File: src/rtl/pcfg_pkg.sv
package pcfg_pkg;
  localparam int GRP_PINS = 8;
  localparam int FUNC_W   = 4;
  localparam int DRV_W    = 3;
  localparam int PULL_W   = 2;

  typedef enum logic [1:0] {
    PULL_NONE = 2'd0,
    PULL_UP   = 2'd1,
    PULL_DOWN = 2'd2,
    PULL_HOLD = 2'd3
  } pull_e;

  // Map a raw pull field to the normalized code for the group's encoding.
  function automatic pull_e pull_xlate(input logic enc_b, input logic [1:0] raw);
    if (!enc_b) return pull_e'(raw);
    case (raw)
      2'd1:    return PULL_DOWN;
      2'd3:    return PULL_UP;
      default: return PULL_NONE;
    endcase
  endfunction

  // New register value for a write, masked or plain.
  function automatic logic [31:0] wmask_merge(input logic [31:0] old,
                                              input logic [31:0] wd,
                                              input logic        plain);
    if (plain) return wd;
    return {16'h0000, (old[15:0] & ~wd[31:16]) | (wd[15:0] & wd[31:16])};
  endfunction
endpackage

File: src/rtl/pcfg_regfile.sv
module pcfg_regfile
  import pcfg_pkg::*;
#(
  parameter int                   NGRP       = 4,
  parameter int                   ADDR_W     = 8,
  parameter logic [NGRP-1:0][2:0] MUX_BITS   = {3'd4, 3'd4, 3'd3, 3'd2},
  parameter logic [NGRP-1:0]      GPIO_ONLY  = 4'b1000,
  parameter logic [NGRP-1:0]      PLAIN32    = 4'b0100,
  parameter int                   PULL_BASE  = 'h20,
  parameter int                   DRV_BASE   = 'h30,
  localparam int                  NSLOT      = 5 * NGRP
) (
  input  logic                        clk,
  input  logic                        rst,
  input  logic [ADDR_W-1:0]           addr_i,
  input  logic [31:0]                 wdata_i,
  input  logic                        wr_en_i,
  output logic [31:0]                 rdata_o,
  output logic [NSLOT-1:0][31:0]      regs_o
);
  // Slot layout: function slots 2g/2g+1, pull slot 2*NGRP+g,
  // drive slots 3*NGRP+2g and 3*NGRP+2g+1.
  function automatic int mux_ofs(int g);
    int o;
    o = 0;
    for (int i = 0; i < NGRP; i++)
      if (i < g) o += (MUX_BITS[i] == 3'd2) ? 4 : 8;
    return o;
  endfunction

  function automatic int slot_grp(int s);
    if (s < 2 * NGRP)      return s / 2;
    else if (s < 3 * NGRP) return s - 2 * NGRP;
    else                   return (s - 3 * NGRP) / 2;
  endfunction

  function automatic int slot_addr(int s);
    if (s < 2 * NGRP)      return mux_ofs(s / 2) + (s % 2) * 4;
    else if (s < 3 * NGRP) return PULL_BASE + (s - 2 * NGRP) * 4;
    else                   return DRV_BASE + (s - 3 * NGRP) * 4;
  endfunction

  function automatic bit slot_used(int s);
    if (s < 2 * NGRP)
      return !GPIO_ONLY[s / 2] && ((s % 2) == 0 || MUX_BITS[s / 2] != 3'd2);
    return 1'b1;
  endfunction

  logic [31:0]      store_q [NSLOT];
  logic [NSLOT-1:0] hit;
  logic [31:0]      rd_d;

  for (genvar s = 0; s < NSLOT; s++) begin : g_slot
    localparam logic [ADDR_W-1:0] SA = ADDR_W'(slot_addr(s));
    localparam bit                SU = slot_used(s);
    localparam bit                SP = PLAIN32[slot_grp(s)];

    assign hit[s]    = SU && (addr_i == SA);
    assign regs_o[s] = store_q[s];

    always_ff @(posedge clk) begin
      if (rst)                  store_q[s] <= '0;
      else if (wr_en_i && hit[s]) store_q[s] <= wmask_merge(store_q[s], wdata_i, SP);
    end

    if (SP) begin : g_plain
      AST_PLAIN_STORE: assert property (@(posedge clk) disable iff (rst)
        (wr_en_i && hit[s]) |=> (store_q[s] == $past(wdata_i)));
    end else begin : g_masked
      AST_MASK_KEEP: assert property (@(posedge clk) disable iff (rst)
        (wr_en_i && hit[s]) |=>
        (((store_q[s][15:0] ^ $past(store_q[s][15:0])) & ~$past(wdata_i[31:16])) == 16'h0));
      AST_UPPER_ZERO: assert property (@(posedge clk) disable iff (rst)
        hit[s] |=> (rdata_o[31:16] == 16'h0));
    end
  end

  always_comb begin
    rd_d = '0;
    for (int s = 0; s < NSLOT; s++)
      if (hit[s]) rd_d = rd_d | store_q[s];
  end

  always_ff @(posedge clk) begin
    if (rst) rdata_o <= '0;
    else     rdata_o <= rd_d;
  end

  AST_UNMAPPED_WR: assert property (@(posedge clk) disable iff (rst)
    (wr_en_i && !(|hit)) |=> $stable(regs_o));
  AST_UNMAPPED_RD: assert property (@(posedge clk) disable iff (rst)
    !(|hit) |=> (rdata_o == 32'h0));
endmodule

File: src/rtl/pcfg_pin_decode.sv
module pcfg_pin_decode
  import pcfg_pkg::*;
#(
  parameter int                   NGRP       = 4,
  parameter logic [NGRP-1:0][2:0] MUX_BITS   = {3'd4, 3'd4, 3'd3, 3'd2},
  parameter logic [NGRP-1:0]      GPIO_ONLY  = 4'b1000,
  parameter logic [NGRP-1:0]      PULL_ENC_B = 4'b0110,
  localparam int                  NSLOT      = 5 * NGRP,
  localparam int                  NPIN       = NGRP * GRP_PINS
) (
  input  logic                       clk,
  input  logic                       rst,
  input  logic [NSLOT-1:0][31:0]     regs_i,
  output logic [NPIN*FUNC_W-1:0]     func_o,
  output logic [NPIN*PULL_W-1:0]     pull_o,
  output logic [NPIN*DRV_W-1:0]      drv_o
);
  logic [NPIN*FUNC_W-1:0] func_d;
  logic [NPIN*PULL_W-1:0] pull_d;
  logic [NPIN*DRV_W-1:0]  drv_d;
  logic                   unused_bits;

  // Not every stored bit feeds a pin field.
  assign unused_bits = ^regs_i;

  for (genvar g = 0; g < NGRP; g++) begin : g_grp
    localparam int MS = 2 * g;
    localparam int PS = 2 * NGRP + g;
    localparam int DS = 3 * NGRP + 2 * g;
    logic [31:0] dcat;
    assign dcat = {regs_i[DS+1][15:0], regs_i[DS][15:0]};

    for (genvar k = 0; k < GRP_PINS; k++) begin : g_pin
      localparam int P = g * GRP_PINS + k;
      assign drv_d[P*DRV_W +: DRV_W]   = dcat[k*3 +: 3];
      assign pull_d[P*PULL_W +: PULL_W] = pull_xlate(PULL_ENC_B[g], regs_i[PS][k*2 +: 2]);

      if (GPIO_ONLY[g]) begin : g_io
        assign func_d[P*FUNC_W +: FUNC_W] = '0;
      end else if (MUX_BITS[g] == 3'd2) begin : g_w2
        assign func_d[P*FUNC_W +: FUNC_W] = {2'b00, regs_i[MS][k*2 +: 2]};
      end else if (MUX_BITS[g] == 3'd3) begin : g_w3
        if (k < 5) begin : g_lo
          assign func_d[P*FUNC_W +: FUNC_W] = {1'b0, regs_i[MS][k*3 +: 3]};
        end else begin : g_hi
          assign func_d[P*FUNC_W +: FUNC_W] = {1'b0, regs_i[MS+1][(k-5)*3 +: 3]};
        end
      end else begin : g_w4
        if (k < 4) begin : g_lo
          assign func_d[P*FUNC_W +: FUNC_W] = regs_i[MS][k*4 +: 4];
        end else begin : g_hi
          assign func_d[P*FUNC_W +: FUNC_W] = regs_i[MS+1][(k-4)*4 +: 4];
        end
      end
    end
  end

  always_ff @(posedge clk) begin
    if (rst) begin
      func_o <= '0;
      pull_o <= '0;
      drv_o  <= '0;
    end else begin
      func_o <= func_d;
      pull_o <= pull_d;
      drv_o  <= drv_d;
    end
  end
endmodule

File: src/rtl/pcfg_bank.sv
module pcfg_bank
  import pcfg_pkg::*;
#(
  parameter int                   NGRP       = 4,
  parameter int                   ADDR_W     = 8,
  parameter logic [NGRP-1:0][2:0] MUX_BITS   = {3'd4, 3'd4, 3'd3, 3'd2},
  parameter logic [NGRP-1:0]      GPIO_ONLY  = 4'b1000,
  parameter logic [NGRP-1:0]      PLAIN32    = 4'b0100,
  parameter logic [NGRP-1:0]      PULL_ENC_B = 4'b0110,
  parameter int                   PULL_BASE  = 'h20,
  parameter int                   DRV_BASE   = 'h30
) (
  input  logic                    clk,
  input  logic                    rst,
  input  logic [ADDR_W-1:0]       addr_i,
  input  logic [31:0]             wdata_i,
  input  logic                    wr_en_i,
  output logic [31:0]             rdata_o,
  output logic [NGRP*32-1:0]      func_o,
  output logic [NGRP*16-1:0]      pull_o,
  output logic [NGRP*24-1:0]      drv_o
);
  localparam int NSLOT = 5 * NGRP;

  logic [NSLOT-1:0][31:0] regs;

  pcfg_regfile #(
    .NGRP(NGRP), .ADDR_W(ADDR_W), .MUX_BITS(MUX_BITS), .GPIO_ONLY(GPIO_ONLY),
    .PLAIN32(PLAIN32), .PULL_BASE(PULL_BASE), .DRV_BASE(DRV_BASE)
  ) u_regs (
    .clk(clk), .rst(rst), .addr_i(addr_i), .wdata_i(wdata_i),
    .wr_en_i(wr_en_i), .rdata_o(rdata_o), .regs_o(regs)
  );

  pcfg_pin_decode #(
    .NGRP(NGRP), .MUX_BITS(MUX_BITS), .GPIO_ONLY(GPIO_ONLY), .PULL_ENC_B(PULL_ENC_B)
  ) u_dec (
    .clk(clk), .rst(rst), .regs_i(regs),
    .func_o(func_o), .pull_o(pull_o), .drv_o(drv_o)
  );

  AST_PINS_HOLD: assert property (@(posedge clk) disable iff (rst)
    (!$past(wr_en_i) && !$past(wr_en_i, 2)) |->
    ($stable(func_o) && $stable(pull_o) && $stable(drv_o)));
endmodule

File: config.mk
export PLATFORM = sky130hd
export DESIGN_NAME = pcfg_bank
export DESIGN_NICKNAME = d
export VERILOG_FILES = /design/src/rtl/pcfg_pkg.sv /design/src/rtl/pcfg_regfile.sv /design/src/rtl/pcfg_pin_decode.sv /design/src/rtl/pcfg_bank.sv
export SDC_FILE = /design/constraint.sdc
export NUM_CORES = 1
export LEC_CHECK = 0
export BUFFER_PORTS_ARGS = -buffer_cell sky130_fd_sc_hd__buf_2
export CAP_MARGIN = 30
export CORE_AREA = 2 2 230 232
export CTS_CLUSTER_SIZE = 14
export DETAILED_ROUTE_END_ITERATION = 16
export DIE_AREA = 0 0 232 234
export PLACE_DENSITY = 0.75
export SYNTH_ARGS = -nofsm -noshare
export SYNTH_HDL_FRONTEND = slang
export SYNTH_HIERARCHICAL = 1
export SYNTH_SLANG_ARGS = --single-unit
export TNS_END_PERCENT = 5
File: constraint.sdc
create_clock -name clk -period 2.6 [get_ports clk]
set_input_delay 0.26 -clock clk [delete_from_list [all_inputs] [get_ports clk]]
set_output_delay 0.26 -clock clk [all_outputs]
set_load 0.1 [all_outputs]
# --- Word level (Yosys, flattened, before mapping) ---
# Memory sizes are Yosys's and may differ from the RTL's.
# Cells that the tools add are included.
totals:
  reg_bits: 320
  latchBits: 0
  ram_bits: 640
  rom_bits: 0
  in_bits: 43
  out_inout_bits: 320
  word_cells: 269
  n_memories: 1
op_classes:
  n_addsub: 0
  multipliers: 0
  div_mod_pow: 0
  magnitude_cmp: 0
  n_eq_ne: 48
  shifts: 0
  muxes: 128
  n_bitwise: 69
  n_reduce_logical: 18
memory_table:
  columns: ["name", "words", "width", "rd", "rd_ports_with_merged_regs", "write_ports", "line_no", "source"]
  rows:
  - ["u_regs.store_q", 20, 32, 17, 0, 20, "pcfg_regfile.sv:49", "logic [31:0] store_q [NSLOT];"]
op_table:
  columns: ["operator", "count"]
  rows:
  - ["two-way mux 32 bit", 49]
  - ["bitwise OR 32 bit", 16]
  - ["AND 16 bit", 18]
  - ["bitwise OR 16 bit", 17]
  - ["== test 8 x 6 -> 1 bit (second input constant)", 8]
  - ["case mux 2 bit (2 select lines)", 16]
  - ["two-way mux 1 bit", 63]
  - ["== test 2 x 1 -> 1 bit (second input constant)", 16]
  - ["== test 2 bit (second input constant)", 16]
  - ["== test 8 x 7 -> 1 bit (second input constant)", 4]
  - ["logical AND 1 bit", 17]
  - ["bitwise OR 1 bit", 17]
  - ["== test 8 x 4 -> 1 bit (second input constant)", 2]
  - ["inverter 16 bit", 1]
  - ["== test 8 x 3 -> 1 bit (second input constant)", 1]
  - ["== test 8 x 5 -> 1 bit (second input constant)", 1]
  - ["zero test 8 bit", 1]

# --- Depth between registers and ports, before layout ---
depth:
  word_depth: 34
  depth_mapped: 8
  ltp_nobuf: 5

# --- Cells and area by module ---
# Netlist, hierarchy kept.
by_module_without_submodules:
  columns: ["mod", "n_inst", "cells_each", "area_each_um2", "seq_area_each_um2"]
  rows:
  - ["pcfg_regfile", 1, 1740, 20073.0, 11210.8]
  - ["pcfg_pin_decode", 1, 547, 6703.9, 4644.5]

# --- Worst setup path after synthesis ---
# No wires, ideal clock.
synth_timing:
  path_type: "input to register"
  from: "input port addr_i[4]"
  to: "memory u_regs.store_q[17][0], in the netlist u_regs/store_q[4][32], enable pin"
  setup_time_ns: 0.388
  arrival_ns: 2.142
  t_required_ns: 2.212
  path_slack_ns: 0.070
  cell_stages: 6
  path_buffers: 3
  path_cell_list: "buf_4 > or4b_1 > buf_6 > nor2_8 > buf_4 > a21o_1"
synth_lines:
  columns: ["item", "line_no", "source"]
  rows:
  - ["start: declaration", "pcfg_bank.sv:15", "input logic [ADDR_W-1:0] addr_i,"]
  - ["end: declaration", "pcfg_regfile.sv:49", null]

# --- Worst setup path after layout ---
layout_timing:
  from: "input port addr_i[2]"
  to: "register u_regs.rdata_o[8]"
layout_between:
  elab_chain_cells: 34
  elab_cells_between_ends: 50
  cone_classes: "16 x eq/ne; 17 x mux; 16 x bitwise; 1 x reduce/logical"
layout_rtl:
  columns: ["item", "line_no", "source"]
  rows:
  - ["zero test 8 bit", "pcfg_regfile.sv:58", "assign hit[s] = SU && (addr_i == SA);"]
  - ["two-way mux 32 bit", "pcfg_regfile.sv:81", "if (hit[s]) rd_d = rd_d | store_q[s];"]
  - ["bitwise OR 32 bit", "pcfg_regfile.sv:81", null]
  - ["two-way mux 32 bit", "pcfg_regfile.sv:81", null]
  - ["bitwise OR 32 bit", "pcfg_regfile.sv:81", null]
  - ["two-way mux 32 bit", "pcfg_regfile.sv:81", null]
  - ["bitwise OR 32 bit", "pcfg_regfile.sv:81", null]
  - ["two-way mux 32 bit", "pcfg_regfile.sv:81", null]
  - ["[... 18 more ...]", null, null]
  - ["bitwise OR 32 bit", "pcfg_regfile.sv:81", null]
  - ["two-way mux 32 bit", "pcfg_regfile.sv:81", null]
  - ["bitwise OR 32 bit", "pcfg_regfile.sv:81", null]
  - ["two-way mux 32 bit", "pcfg_regfile.sv:81", null]
  - ["bitwise OR 32 bit", "pcfg_regfile.sv:81", null]
  - ["two-way mux 32 bit", "pcfg_regfile.sv:81", null]
  - ["bitwise OR 32 bit", "pcfg_regfile.sv:81", null]
  - ["two-way mux 32 bit (*)", "pcfg_regfile.sv:81", null]
  - ["end signal: assignment", "pcfg_regfile.sv:86", "else rdata_o <= rd_d;"]
  - ["end: declaration", "pcfg_regfile.sv:18", "output logic [31:0] rdata_o,"]
# Mark *: on every way between the ends. The rest lies on a longest branch, timed or not.
# A chain may end at the register's enable or synchronous reset.

==> impl_metrics.xml <==
<?xml version="1.0" encoding="UTF-8"?>
<metrics>
  <group name="outcome">
    <metric name="result_of_the_run" unit="">finished clean</metric>
  </group>
  <group name="sta">
    <metric name="rsz0062_at_grt" unit="">false</metric>
    <metric name="totalNegativeSetupSlack" unit="ns">0</metric>
    <metric name="holdWs" unit="ns">0.0365</metric>
    <metric name="worst_slew_pin_slew" unit="ns">0.787</metric>
    <metric name="slew_violations" unit="">0</metric>
    <metric name="maxClockFrequency" unit="GHz">0.500</metric>
    <metric name="slew_headroom" unit="%">47.4</metric>
    <metric name="fin_worst_skew" unit="ns">0.0150</metric>
    <metric name="final_setup_slack_of_the_worst_path" unit="ns">0.598</metric>
    <metric name="final-setup-viol-count" unit="">0</metric>
    <metric name="min_period" unit="ns">2.00</metric>
    <metric name="finalCritPeriodShare" unit="%">77.0</metric>
    <metric name="timing.final.hold_violations" unit="">0</metric>
  </group>
  <group name="placement">
    <metric name="io_buffer_count" unit="">306</metric>
    <metric name="placement.cell_area" unit="mm²">0.0271</metric>
    <metric name="gpl.final_weighted_congestion" unit="">1.00</metric>
    <metric name="pre_cts_ws" unit="ns">0.0263</metric>
    <metric name="dp_hpwl" unit="mm">60.2</metric>
    <metric name="dp.cells" unit="">2949</metric>
  </group>
  <group name="floorplanning">
    <metric name="fp-row-count" unit="">84</metric>
    <metric name="dieWidth" unit="µm">232</metric>
    <metric name="design.portCount" unit="">363</metric>
    <metric name="die_y" unit="µm">234</metric>
    <metric name="floorplan.die_area" unit="mm²">0.0543</metric>
    <metric name="floorplan.initialDensity" unit="%">47.3</metric>
    <metric name="core" unit="mm²">0.0520</metric>
  </group>
  <group name="synth">
    <metric name="post_synth_instance_area" unit="mm²">0.0246</metric>
    <metric name="ys_warn_count" unit="">6</metric>
    <metric name="synth_area_per_cell" unit="µm²">12.3</metric>
    <metric name="syn-instance-count" unit="">1998</metric>
  </group>
  <group name="worst_setup_path">
    <metric name="crit_path_start_kind" unit="">input pin</metric>
    <metric name="crit_path_max_fanout" unit="">23</metric>
    <metric name="critPathMaxStageDelay" unit="ns">0.56</metric>
    <metric name="timing.critical_path.required" unit="ns">3.08</metric>
    <metric name="crit_path_cell_trace" unit="">buf_2 -&gt; nor3_1 -&gt; and4b_1 -&gt; buf_12 -&gt; a32o_1 -&gt; a221oi_1 -&gt; a31oi_1</metric>
    <metric name="critical-path-slowest-cell" unit="">a221oi_1</metric>
    <metric name="arrival_time_of_the_worst_setup_path" unit="ns">2.48</metric>
    <metric name="cp-end-kind" unit="">flop</metric>
    <metric name="crit_type" unit="">input pin to flop</metric>
  </group>
  <group name="pwr">
    <metric name="leakage" unit="nW">11.4</metric>
    <metric name="seq_power_share" unit="%">48.6</metric>
    <metric name="power.internal" unit="mW">16.3</metric>
    <metric name="power.share.switching" unit="%">27.7</metric>
    <metric name="areal_power_density_over_the_cells" unit="mW/mm²">772</metric>
    <metric name="net_switching_power_figure" unit="mW">6.24</metric>
    <metric name="comb_power_share" unit="%">11.8</metric>
    <metric name="vdd.ir_drop.worst" unit="µV">600</metric>
    <metric name="power.share.clock" unit="%">39.6</metric>
    <metric name="power" unit="mW">22.5</metric>
  </group>
  <group name="clocking">
    <metric name="insertion_delay" unit="ns">0.62</metric>
    <metric name="htree_num_levels" unit="">2</metric>
    <metric name="cts_inserted_buffers" unit="">60</metric>
    <metric name="clk_pin_slew_worst_setup_hold_paths" unit="ns">0.06</metric>
    <metric name="postCtsResizedCells" unit="">0</metric>
    <metric name="cts_tree" unit="">done</metric>
    <metric name="tritoncts_sinks" unit="">616</metric>
    <metric name="ctsRootBufferMaster" unit="">clkbuf_16</metric>
    <metric name="clock_path_buffers" unit="">3</metric>
  </group>
  <group name="run">
    <metric name="maxCapViolCount" unit="">0</metric>
  </group>
  <group name="cells_and_area">
    <metric name="layout.cells.most_common_list" unit="">352 x edfxtp_1, 305 x buf_2, 264 x dfxtp_1</metric>
    <metric name="final_core_utilization" unit="%">56.0</metric>
    <metric name="final_layout_size_suffix_gt1_share" unit="%">23.3</metric>
    <metric name="fin_area" unit="mm²">0.0291</metric>
    <metric name="layoutNonFillerInstCount" unit="">3063</metric>
    <metric name="syn2layout_area_growth" unit="%">18.4</metric>
    <metric name="layout.cells.most_common" unit="">edfxtp_1</metric>
    <metric name="design.final.nets" unit="">2368</metric>
  </group>
  <group name="drt">
    <metric name="total_drc_errors_in_the_routed_layout" unit="">0</metric>
    <metric name="dr.first_iter.drc_count" unit="">2125</metric>
    <metric name="wl_per_cell" unit="µm">27.6</metric>
    <metric name="wirelength" unit="mm">84.4</metric>
    <metric name="routed-via-count" unit="">17600</metric>
    <metric name="first_pass_iters" unit="">8</metric>
    <metric name="average_via_count_per_standard_cell" unit="">5.75</metric>
    <metric name="postRouteAntennaNets" unit="">0</metric>
  </group>
  <group name="global_route">
    <metric name="initial_antenna_violation_count" unit="">4</metric>
    <metric name="first_pass_grt_wire_length" unit="mm">118</metric>
    <metric name="grt_use_total" unit="%">30.4</metric>
    <metric name="maximum_number_of_pins_on_one_net_before_global_route_repair" unit="">132</metric>
    <metric name="total_congestion_overflow" unit="">0</metric>
    <metric name="first_global_vias" unit="">17100</metric>
  </group>
  <group name="min_path">
    <metric name="min-delay-path-class" unit="">input pin to flop</metric>
  </group>
</metrics>
-- flip-flops by register name (all words and copies together), names as in the netlist --
signal and flops:
u_regs/store_q 352, u_dec/drv_o 96, u_dec/func_o 72, u_dec/pull_o 64, u_regs/rdata_o 32
-- metal layers --
metal | routed length (µm) | track usage, % | part of all wire, %
met5 | 32 | 0 | 0.038
met4 | 4400 | 14.6 | 5.2
met3 | 7230 | 4.79 | 8.6
met2 | 40700 | 50.3 | 48
met1 | 32000 | 39.1 | 38
-- critical path, delay by kind of cell --
kind	cells	cell delay, ns
simple gates	2	0.50
compound gates	3	0.98
buf+inv	2	0.70
-- area by class of cell --
class	instances	area, µm²
clock inverters	22	133
fillers	4343	22900
well taps	688	861
flip-flops and latches	616	15900
repair buffers	405	2430
inverters	2	7.51
clock buffers	89	1930
multi-input cells	1240	7920
diodes	1	2.50
-- what timing repair did --
item	CTS	global route
buffers inserted	0	0
hold buffers	2	0
hold endpoints to repair	5	0
-- power groups by stage --
stage	Sequential [mW]	Clock (mW)	Combinational (mW)
2_1_floorplan	12.1	0	1.02
3_3_place_gp	11.1	0	2.61
3_5_place_dp	11.2	0	2.62
4_1_cts	10.9	9.00	2.63
5_1_grt	11.0	9.39	2.71
6_report	10.9	8.92	2.65
-- worst paths after layout --
kind / from / to / slack, ns / depth (start not counted)
worst max-delay path: addr_i[2] / u_regs/rdata_o[8]$_SDFF_PP0_ / 0.60 / 7
worst max register to register: u_regs/store_q[2][104]$_SDFFCE_PN0P_ / u_regs/rdata_o[8]$_SDFF_PP0_ / 0.61 / 4
worst min register to register: u_regs/store_q[2][75]$_SDFFCE_PN0P_ / u_dec/pull_o[43]$_SDFF_PP0_ / 0.51 / 1
worst min-delay path: wdata_i[5] / u_regs/store_q[4][5]$_SDFFCE_PN0P_ / 0.04 / 2
No activity file was read; power rests on OpenSTA's default activity.
